$ cat src/rtl/sclk_pkg.sv
package sclk_pkg;
    typedef enum logic [1:0] {
        SC_OFF  = 2'd0,
        SC_IDLE = 2'd1,
        SC_LOW  = 2'd2,
        SC_HIGH = 2'd3
    } sc_state_e;
endpackage

$ cat src/rtl/sclk_cfg_hold.sv
// Shadow copy of the divide setting, turned into a half-period terminal count.
module sclk_cfg_hold #(
    parameter int DIV_W = 8,
    parameter int EXP_W = 4,
    parameter int CNT_W = 16
) (
    input  logic             clk,
    input  logic             rst_n,
    input  logic             enable,
    input  logic             law_sel,
    input  logic [DIV_W-1:0] div_value,
    output logic [CNT_W-1:0] half_m1
);
    logic [CNT_W-1:0] next_half_m1;

    always_comb begin
        if (law_sel)
            next_half_m1 = CNT_W'(div_value);
        else
            next_half_m1 = (CNT_W'(1) << div_value[EXP_W-1:0]) - CNT_W'(1);
    end

    always_ff @(posedge clk) begin
        if (!rst_n)
            half_m1 <= '0;
        else if (!enable)
            half_m1 <= next_half_m1;
    end

    // configuration frozen while enabled
    p_cfg_frozen_r5: assert property (@(posedge clk) disable iff (!rst_n)
        (enable && $past(enable)) |-> $stable(half_m1));
endmodule

$ cat src/rtl/sclk_phase_timer.sv
// Counts bus clocks within one half period of the serial clock.
module sclk_phase_timer #(
    parameter int CNT_W = 16
) (
    input  logic             clk,
    input  logic             rst_n,
    input  logic             count_en,
    input  logic [CNT_W-1:0] half_m1,
    output logic             terminal
);
    logic [CNT_W-1:0] cnt_q;

    assign terminal = count_en && (cnt_q == half_m1);

    always_ff @(posedge clk) begin
        if (!rst_n || !count_en)
            cnt_q <= '0;
        else if (terminal)
            cnt_q <= '0;
        else
            cnt_q <= cnt_q + CNT_W'(1);
    end

    // the counter never passes the terminal count
    p_cnt_bound_r2: assert property (@(posedge clk) disable iff (!rst_n)
        count_en |-> (cnt_q <= half_m1));
endmodule

$ cat src/rtl/sclk_rate_gen.sv
module sclk_rate_gen #(
    parameter int DIV_W = 8,
    parameter int EXP_W = 4
) (
    input  logic             clk,
    input  logic             rst_n,
    input  logic             enable,
    input  logic             run,
    input  logic             law_sel,
    input  logic [DIV_W-1:0] div_value,
    output logic             sclk,
    output logic             lead_stb,
    output logic             trail_stb
);
    import sclk_pkg::*;

    localparam int CNT_W = 1 << EXP_W;

    sc_state_e        state_q, state_d;
    logic [CNT_W-1:0] half_m1;
    logic             terminal;
    logic             counting;

    assign counting = (state_q == SC_LOW) || (state_q == SC_HIGH);

    sclk_cfg_hold #(.DIV_W(DIV_W), .EXP_W(EXP_W), .CNT_W(CNT_W)) u_cfg (
        .clk      (clk),
        .rst_n    (rst_n),
        .enable   (enable),
        .law_sel  (law_sel),
        .div_value(div_value),
        .half_m1  (half_m1)
    );

    sclk_phase_timer #(.CNT_W(CNT_W)) u_timer (
        .clk     (clk),
        .rst_n   (rst_n),
        .count_en(counting),
        .half_m1 (half_m1),
        .terminal(terminal)
    );

    always_comb begin
        state_d = state_q;
        unique case (state_q)
            SC_OFF:  if (enable) state_d = SC_IDLE;
            SC_IDLE: begin
                if (!enable)  state_d = SC_OFF;
                else if (run) state_d = SC_LOW;
            end
            SC_LOW: begin
                if (!enable)       state_d = SC_OFF;
                else if (!run)     state_d = SC_IDLE;
                else if (terminal) state_d = SC_HIGH;
            end
            SC_HIGH: begin
                if (!enable)       state_d = SC_OFF;
                else if (terminal) state_d = run ? SC_LOW : SC_IDLE;
            end
            default: state_d = SC_OFF;
        endcase
    end

    always_ff @(posedge clk) begin
        if (!rst_n) state_q <= SC_OFF;
        else        state_q <= state_d;
    end

    always_ff @(posedge clk) begin
        if (!rst_n) begin
            sclk      <= 1'b0;
            lead_stb  <= 1'b0;
            trail_stb <= 1'b0;
        end else begin
            sclk      <= (state_d == SC_HIGH);
            lead_stb  <= (state_q == SC_LOW) && (state_d == SC_HIGH);
            trail_stb <= (state_q == SC_HIGH) &&
                         ((state_d == SC_LOW) || (state_d == SC_IDLE));
        end
    end

    // disable silences the clock on the next edge
    p_off_quiet_r9: assert property (@(posedge clk) disable iff (!rst_n)
        !enable |=> (!sclk && !lead_stb && !trail_stb));
    // strobes coincide with the matching level change
    p_lead_edge_r7: assert property (@(posedge clk) disable iff (!rst_n)
        lead_stb |-> (sclk && !$past(sclk)));
    p_trail_edge_r7: assert property (@(posedge clk) disable iff (!rst_n)
        trail_stb |-> (!sclk && $past(sclk)));
    p_strobe_excl_r7: assert property (@(posedge clk) disable iff (!rst_n)
        !(lead_stb && trail_stb));
    // without a run request no new rising edge appears
    p_no_rise_wo_run_r8: assert property (@(posedge clk) disable iff (!rst_n)
        (!run && !sclk) |=> !sclk);
endmodule

$ cat config.mk
export PLATFORM = sky130hd
export DESIGN_NAME = sclk_rate_gen
export DESIGN_NICKNAME = d
export VERILOG_FILES = /design/src/rtl/sclk_pkg.sv /design/src/rtl/sclk_cfg_hold.sv /design/src/rtl/sclk_phase_timer.sv /design/src/rtl/sclk_rate_gen.sv
export SDC_FILE = /design/constraint.sdc
export NUM_CORES = 1
export LEC_CHECK = 0
export BUFFER_PORTS_ARGS = -buffer_cell sky130_fd_sc_hd__buf_2
export CAP_MARGIN = 20
export CORE_MARGIN = 1
export CORE_UTILIZATION = 58
export CTS_CLUSTER_DIAMETER = 120
export DETAILED_ROUTE_END_ITERATION = 6
export PLACE_DENSITY = 0.85
export SLEW_MARGIN = 40
export SYNTH_ARGS = -nofsm -noshare
export SYNTH_HDL_FRONTEND = slang
export SYNTH_HIERARCHICAL = 1
export SYNTH_SLANG_ARGS = --single-unit
export TNS_END_PERCENT = 5
$ cat constraint.sdc
create_clock -name clk -period 2.6 [get_ports clk]
set_input_delay 0.52 -clock clk [delete_from_list [all_inputs] [get_ports clk]]
set_output_delay 0.52 -clock clk [all_outputs]
set_load 0.005 [all_outputs]
Word-level counts from Yosys, hierarchy flattened
Index checks and enable logic that the tools add are counted.
{"block": "totals", "elab_cells": 37, "ff_bits": 37, "input_bits": 13, "out_inout_bits": 3}
{"block": "classes", "n_addsub": 2, "eq_ne": 7, "n_reduce_logical": 10, "shift": 1, "muxes": 11}
{"cell": "2-to-1 mux 2 bit", "n": 9}
{"cell": "adder 16 x 1 -> 16 bit (second input constant)", "n": 1}
{"cell": "equality test 16 bit", "n": 1}
{"cell": "2-to-1 mux 16 bit", "n": 1}
{"cell": "<< shifter 1 x 4 -> 16 bit (first input constant)", "n": 1}
{"cell": "subtractor 16 x 2 -> 16 bit (second input constant)", "n": 1}
{"cell": "equality test 2 bit (second input constant)", "n": 4}
{"cell": "case mux 2 bit (4 select lines)", "n": 1}
{"cell": "equality test 2 x 1 -> 1 bit (second input constant)", "n": 2}
{"cell": "logical AND 1 bit", "n": 3}
{"cell": "logical OR 1 bit", "n": 3}
{"cell": "zero test 1 bit", "n": 2}
{"cell": "zero test 2 bit", "n": 1}
{"cell": "OR reduction 2 bit", "n": 1}

Logic depth before layout (Yosys ltp)
Gate-level depths: netlist of the first run.
{"block": "depth", "ltp_word": 10, "ltp_mapped": 9, "mapped_depth_nobuf": 9}

Modules after synthesis
Netlist of the first run, hierarchy kept.
{"module": "sclk_phase_timer", "cells_each": 98, "seq_area_each_um2": 320.3, "area_each_um2": 859.6, "n_inst": 1}
{"module": "sclk_cfg_hold", "cells_each": 103, "seq_area_each_um2": 320.3, "area_each_um2": 810.8, "n_inst": 1}
{"module": "sclk_rate_gen", "cells_each": 21, "seq_area_each_um2": 100.1, "area_each_um2": 214.0, "n_inst": 1}

Worst setup path before layout of the first run
Ideal clock, no wire load.
{"block": "synth_path", "path_type": "reg-to-reg", "startpoint": "register u_timer.cnt_q[2]", "endpoint": "register trail_stb", "required_time_ns": 2.482, "setup_slack_ns": 0.357, "path_buffers": 0, "path_stages_with_launch": 9, "synth_period_minus_slack_ns": 2.243, "setup_ns": 0.118, "t_arrival_ns": 2.126, "cell_sequence": "dfxtp_1 -> xor2_1 -> nor4_1 -> nand2_1 -> nor4_1 -> and4bb_1 -> a211oi_1 -> ha_1 -> and4_2"}
{"block": "synth_via", "elab_chain_len": 9, "word_cells_on_any_way": 12, "classes_between": "eq/ne: 3; mux: 6; reduce/logical: 3"}
{"item": "start, declared", "line_no": "sclk_phase_timer.sv:11", "rtl": "logic [CNT_W-1:0] cnt_q;"}
{"item": "start signal, assigned", "line_no": "sclk_phase_timer.sv:21", "rtl": "cnt_q <= cnt_q + CNT_W'(1);"}
{"item": "equality test 16 bit (*)", "line_no": "sclk_phase_timer.sv:13", "rtl": "assign terminal = count_en && (cnt_q == half_m1);"}
{"item": "logical AND 1 bit (*)", "line_no": "sclk_phase_timer.sv:13"}
{"item": "named net terminal", "line_no": "sclk_rate_gen.sv:21", "rtl": "logic terminal;"}
{"item": "2-to-1 mux 2 bit", "line_no": "sclk_rate_gen.sv:54", "rtl": "else if (terminal) state_d = SC_HIGH;"}
{"item": "2-to-1 mux 2 bit", "line_no": "sclk_rate_gen.sv:53", "rtl": "else if (!run) state_d = SC_IDLE;"}
{"item": "2-to-1 mux 2 bit", "line_no": "sclk_rate_gen.sv:52", "rtl": "if (!enable) state_d = SC_OFF;"}
{"item": "case mux 2 bit (4 select lines) (*)", "line_no": "sclk_rate_gen.sv:45", "rtl": "unique case (state_q)"}
{"item": "named net state_d[0]", "line_no": "sclk_rate_gen.sv:19", "rtl": "sc_state_e state_q, state_d;"}
{"item": "equality test 2 bit / equality test 2 x 1 -> 1 bit (equally long branches)", "line_no": "sclk_rate_gen.sv:78", "rtl": "((state_d == SC_LOW) || (state_d == SC_IDLE));"}
{"item": "logical OR 1 bit (*)", "line_no": "sclk_rate_gen.sv:78"}
{"item": "logical AND 1 bit (*)", "line_no": "sclk_rate_gen.sv:77", "rtl": "trail_stb <= (state_q == SC_HIGH) &&"}
{"item": "end signal, assigned", "line_no": "sclk_rate_gen.sv:77"}
{"item": "end, declared", "line_no": "sclk_rate_gen.sv:13", "rtl": "output logic trail_stb"}
Mark *: on every way through the listed nets, which the timed path passes. The rest lies on a longest branch.
A chain may end at the register's enable or synchronous reset.

Worst setup path in the final report of the first run
Ends and elaborated chain as after synthesis.

==> results.json, run 1 <==
{
  "area_growth_pct": 8.57,
  "cts_buffers": 5,
  "synthesis.nets": 238,
  "cts_max_level": 2,
  "fin_cells": 279,
  "firstDrtPassIters": 4,
  "core_area_um2": 3080,
  "status": "completed",
  "place.port_buffers": 15,
  "period_needed_ns": 2.47,
  "antenna_found_initial": 0,
  "path_clk_slew_ns": 0.11,
  "die_area_um2": 3480,
  "max_slew_margin_pct": 70.6,
  "num_rows": 20,
  "track_usage_pct": 22.6,
  "max_freq_mhz": 405,
  "syn_inst": 222,
  "synthArstFlopShare_pct": 0,
  "max-cap-violations": 0,
  "synth_top_area_share_pct": 39.3,
  "vdd_drop_max_mv": 0.325,
  "clk_latency_ns": 0.34,
  "overflow": 0,
  "rsz0062_at_grt": "false",
  "drive_gt1_share_pct": 12.8,
  "setup_viol": 0,
  "antennaDiodeCount": 0,
  "placed_area_um2": 1950,
  "power.density_nw_per_um2": 541,
  "vias": 1495,
  "fin_nets": 250,
  "dieWidth_um": 59,
  "dp_cells": 271,
  "grt_pass1_vias": 1238,
  "clk_path_buf_depth": 2,
  "worstPathRequired_ns": 2.85,
  "syn-cell-area_um2": 1880,
  "finalPower_mw": 1.11,
  "post-place-ws_ns": 0.0875,
  "synth.area.top_cells": "dfxtp_1 39%, xnor2_1 7.0%, xor2_1 7.0%",
  "antenna_left": 0,
  "fin_skew_ns": 0.00751,
  "post-route-period-util_pct": 95.0,
  "fin_util_pct": 66.5,
  "start_util_pct": 61.2,
  "grt_max_degree": 21,
  "cts_tree": "done",
  "wl_per_cell_um": 12.7,
  "startpoint_type": "flip-flop",
  "timing.hold.ws_ns": 0.474,
  "hold_buffers": 0,
  "numClockSinks": 37,
  "ys_ff_latch": 37,
  "die_height_um": 59,
  "yosysWarnings": 6,
  "cp-end-kind": "flip-flop",
  "ys.flop_type": "dfxtp_1",
  "cts-root-buf": "clkbuf_4",
  "crit_type": "reg -> reg",
  "drt-initial-drc-count": 38,
  "slew_viol_final": 0,
  "min_path_type": "reg -> reg",
  "place_hpwl_mm": 2.56,
  "power_leakage_nw": 0.788,
  "worst_ep_arrival_time_ns": 2.72,
  "synth_edf_count": 0,
  "finalWorstSetupSlack_ns": 0.130,
  "yosysSeqAreaShare_pct": 39.3,
  "grt_pass1_wl_mm": 5.86,
  "hold_violations": 0,
  "io_pins": 16,
  "via_per_inst": 5.36,
  "syn-mean-instance-area_um2": 8.49,
  "ys_types": 45,
  "drc": 0,
  "post_cts_buffers": 0,
  "tightestPinTransition_ns": 0.438,
  "finalSetupTns_ns": 0,
  "yosysTopAreaCell": "dfxtp_1",
  "wirelength_mm": 3.56,
  "path_max_fanout": 6,
  "fin_area_um2": 2050,
  "gp_congestion": 0.785,
  "fillers": 266
}
[layer usage]
layer	track usage, %	part of all wire, %
met2	33.9	44
met1	31.2	51
met4	8.16	1.6
met5	0	0
met3	5.90	3.0
[cells in the final DEF (no fill, tap or decap), types with 6 or more instances in the layout]
cell	count
nand2_1	24
xnor2_1	15
buf_2	15
nand3_1	11
a21oi_1	12
inv_1	8
xor2_1	15
nor3_1	6
dfxtp_1	37
nor2_1	24
o21ai_0	7
[cell type report]
cell class	instances	area, um^2	area share (%)
Sequential cell	37	741	36.2
Tap cell	44	55.1	2.69
Inverter	8	30.0	1.47
Timing Repair Buffer	16	82.6	4.04
Clock inverter	1	30.0	1.47
Multi-Input combinational cell	166	1050	51.4
Clock buffer	7	55.1	2.69
[power breakdown]
part | internal [mW] | leakage [nW] | switching, mW | total [mW]
Clock | 0.230 | 0.0455 | 0.181 | 0.411
Combinational | 0.0417 | 0.442 | 0.0625 | 0.104
Sequential | 0.580 | 0.301 | 0.0105 | 0.591
Total | 0.852 | 0.788 | 0.254 | 1.11
[critical path: stages, from the launching register on]
cell and delay [ns]:
dfxtp_1 0.38, xor2_1 0.18, nor4_1 0.30, nand2_1 0.18, nor4_2 0.37, and4bb_1 0.27, a211oi_1 0.23, ha_1 0.26
and4_2 0.21
[Yosys cell counts, types with 2 or more instances]
cell type  number
dfxtp_1        37
nand2_1        24
nor2_1         24
xnor2_1        15
xor2_1         15
a21oi_1        12
nand3_1        11
inv_1           8
o21ai_0         7
buf_2           6
nor3_1          6
and2_1          5
o21ai_1         4
a211oi_1        3
a221o_1         3
ha_1            3
nand4_1         3
nor4_1          3
or3_1           3
buf_6           2
clkbuf_1        2
nand2b_1        2
nor2b_1         2
[timing repair]
item,CTS,global route
endpoints found under the hold margin,0,0
gates resized for setup,0,1
endpoints found under the setup margin,0,2
[registers in the layout (all words and copies together), names as in the netlist]
signal,cells
u_timer/cnt_q,16
sclk,1
u_cfg/half_m1,16
trail_stb,1
state_q,2
lead_stb,1
[cell families after synthesis]
group / share of synthesized area (%)
multiplexers: 0.531
XOR/XNOR: 13.9
AND/OR/NAND/NOR: 24.4
AO/OA/AOI/OAI: 14.7
adder cells (fa/ha/maj): 1.99
flip-flops: 39.3
buffers and inverters: 5.18
[worst paths after layout]
kind	from	to	slack, ns	depth (start not counted)
setup reg to reg	u_timer/cnt_q[2]	trail_stb	0.13	8
hold / removal	u_cfg/half_m1[12]	u_cfg/half_m1[12]	0.47	2
setup / recovery	u_timer/cnt_q[2]	trail_stb	0.13	8
hold reg to reg	u_cfg/half_m1[12]	u_cfg/half_m1[12]	0.47	2
No activity file was read; power rests on OpenSTA's default activity.
==> run 2, diff against run 1 <==
--- a/config.mk
+++ b/config.mk
@@ -6,12 +6,12 @@
 export NUM_CORES = 1
 export LEC_CHECK = 0
 export BUFFER_PORTS_ARGS = -buffer_cell sky130_fd_sc_hd__buf_2
-export CAP_MARGIN = 20
+export CAP_MARGIN = 40
 export CORE_MARGIN = 1
-export CORE_UTILIZATION = 58
+export CORE_UTILIZATION = 45
 export CTS_CLUSTER_DIAMETER = 120
 export DETAILED_ROUTE_END_ITERATION = 6
-export PLACE_DENSITY = 0.85
+export PLACE_DENSITY = 0.7
 export SLEW_MARGIN = 40
 export SYNTH_ARGS = -nofsm -noshare
 export SYNTH_HDL_FRONTEND = slang
==> results.json, run 2 (same netlist as run 1, synthesis figures left out) <==
{
  "status": "finished, violations left",
  "violations": "DRC",
  "combPwrFrac_pct": 9.9,
  "overflow": 0,
  "cts_max_level": 2,
  "power.density_nw_per_um2": 544,
  "antenna_found_initial": 0,
  "p_int_mw": 0.866,
  "vdd_drop_max_mv": 0.238,
  "antennaDiodeCount": 0,
  "cp-end-kind": "flip-flop",
  "cts_buffers": 5,
  "fin_area_um2": 2100,
  "layout_common_cells": "36 x dfxtp_1, 24 x nand2_1, 24 x nor2_1",
  "crit_type": "reg -> reg",
  "antenna_left": 0,
  "fin_skew_ns": 0.00786,
  "drive_gt1_share_pct": 14.8,
  "dieWidth_um": 66.7,
  "hold_start": "u_cfg/half_m1[12]",
  "fillers": 398,
  "grt_pass1_wl_mm": 6.18,
  "worst_ep_arrival_time_ns": 2.56,
  "path_clk_slew_ns": 0.07,
  "p_clk_share_pct": 38.3,
  "place_hpwl_mm": 2.68,
  "slew_viol_final": 0,
  "max_freq_mhz": 422,
  "worstPathRequired_ns": 2.78,
  "finalSetupTns_ns": 0,
  "gp_congestion": 0.792,
  "post-route-period-util_pct": 91.2,
  "power_frac_seq_pct": 51.8,
  "wl_met3_um": 153,
  "startpoint_type": "flip-flop",
  "path_max_fanout": 4,
  "wl_per_cell_um": 12.9,
  "start_util_pct": 47.1,
  "fin_nets": 251,
  "place.port_buffers": 15,
  "min_path_type": "reg -> reg",
  "setup_viol": 0,
  "max-cap-violations": 0,
  "io_pins": 16,
  "final_common_cell": "dfxtp_1",
  "drt-initial-drc-count": 75,
  "cts_tree": "done",
  "area_growth_pct": 11.4,
  "finalWorstSetupSlack_ns": 0.228,
  "wl_met2_mm": 1.58,
  "hold_violations": 0,
  "period_needed_ns": 2.37,
  "switching_share_pct": 24.2,
  "multiInputGateArea_um2": 1070,
  "seq_area_um2": 742,
  "grt_max_degree": 21,
  "via_per_inst": 5.26,
  "top_regs": "u_cfg/half_m1: 16 flops, u_timer/cnt_q: 16 flops, state_q: 2 flops",
  "numClockSinks": 37,
  "tightestPinTransition_ns": 0.458,
  "vias": 1504,
  "rsz0062_at_grt": "false",
  "grt_pass1_vias": 1361,
  "fin_util_pct": 52.5,
  "clk_path_buf_depth": 2,
  "crit_start": "u_timer/cnt_q[4]",
  "finalPower_mw": 1.14,
  "track_usage_pct": 19.0,
  "wirelength_mm": 3.70,
  "power_leakage_nw": 0.806,
  "m1WireLength_mm": 1.89,
  "cts-root-buf": "clkbuf_8",
  "max_slew_margin_pct": 69.3,
  "firstDrtPassIters": 6,
  "highest_layer": "met4",
  "clk_latency_ns": 0.29,
  "post-place-ws_ns": 0.0964,
  "p_switching_mw": 0.276,
  "die_area_um2": 4450,
  "placed_area_um2": 1960,
  "core_area_um2": 4000,
  "drc": 2,
  "r2r_start": "u_timer/cnt_q[4]",
  "num_rows": 23,
  "die_height_um": 66.7
}
## run 2: what timing repair did
| action | in CTS | in global routing |
|---|---|---|
| endpoints found under the setup margin | 0 | 2 |
| resized for setup | 0 | 5 |
| buffers inserted | 0 | 1 |
| hold buffers | 0 | 0 |
## run 2: area by class of cell
| cell class | count | area share (%) |
|---|---|---|
| clock buffer | 7 | 4.59 |
| sequential | 37 | 35.4 |
| clock inverter | 1 | 0.239 |
| timing repair buffer | 17 | 4.29 |
| inverter | 8 | 1.43 |
| tap | 50 | 2.98 |
| multi-input combinational | 166 | 51.1 |
## run 2: path summary, 6_finish.rpt
kind	end	slack [ns]	cells after the start
worst min-delay path	u_cfg/half_m1[12]	0.47	2
worst min register to register	u_cfg/half_m1[12]	0.47	2
worst max register to register	trail_stb	0.23	8
worst max-delay path	trail_stb	0.23	8
## run 2: routing by layer
layer,GRT usage (%),vias to the layer above
met3,4.62,5
met5,0,-
met1,25.3,684
met2,27.3,30
li1,-,785
met4,11.2,0
## run 2: power by group through the flow
stage                     Combinational (mW)  Sequential [mW]  Clock (mW)
after floorplan                       0.0814            0.601           0
after global placement                 0.102            0.604           0
after global routing                   0.125            0.593       0.471
after CTS                              0.102            0.592       0.451
final                                  0.113            0.592       0.438
after detailed placement               0.102            0.605           0
## run 2: critical path, cell delays in order, from the launching register on
cell	delay (ns)
dfxtp_1	0.35
xor2_1	0.18
nor4_2	0.30
nand2_1	0.15
nor4_4	0.33
and4bb_1	0.27
a211oi_2	0.21
ha_1	0.26
and4_2	0.22
## run 2: through the flow
step                instances  hold slack [ns]
global placement          277            0.449
global route              286            0.505
floorplan                 222            0.434
finish                    286            0.467
detailed placement        277            0.455
CTS                       285            0.466
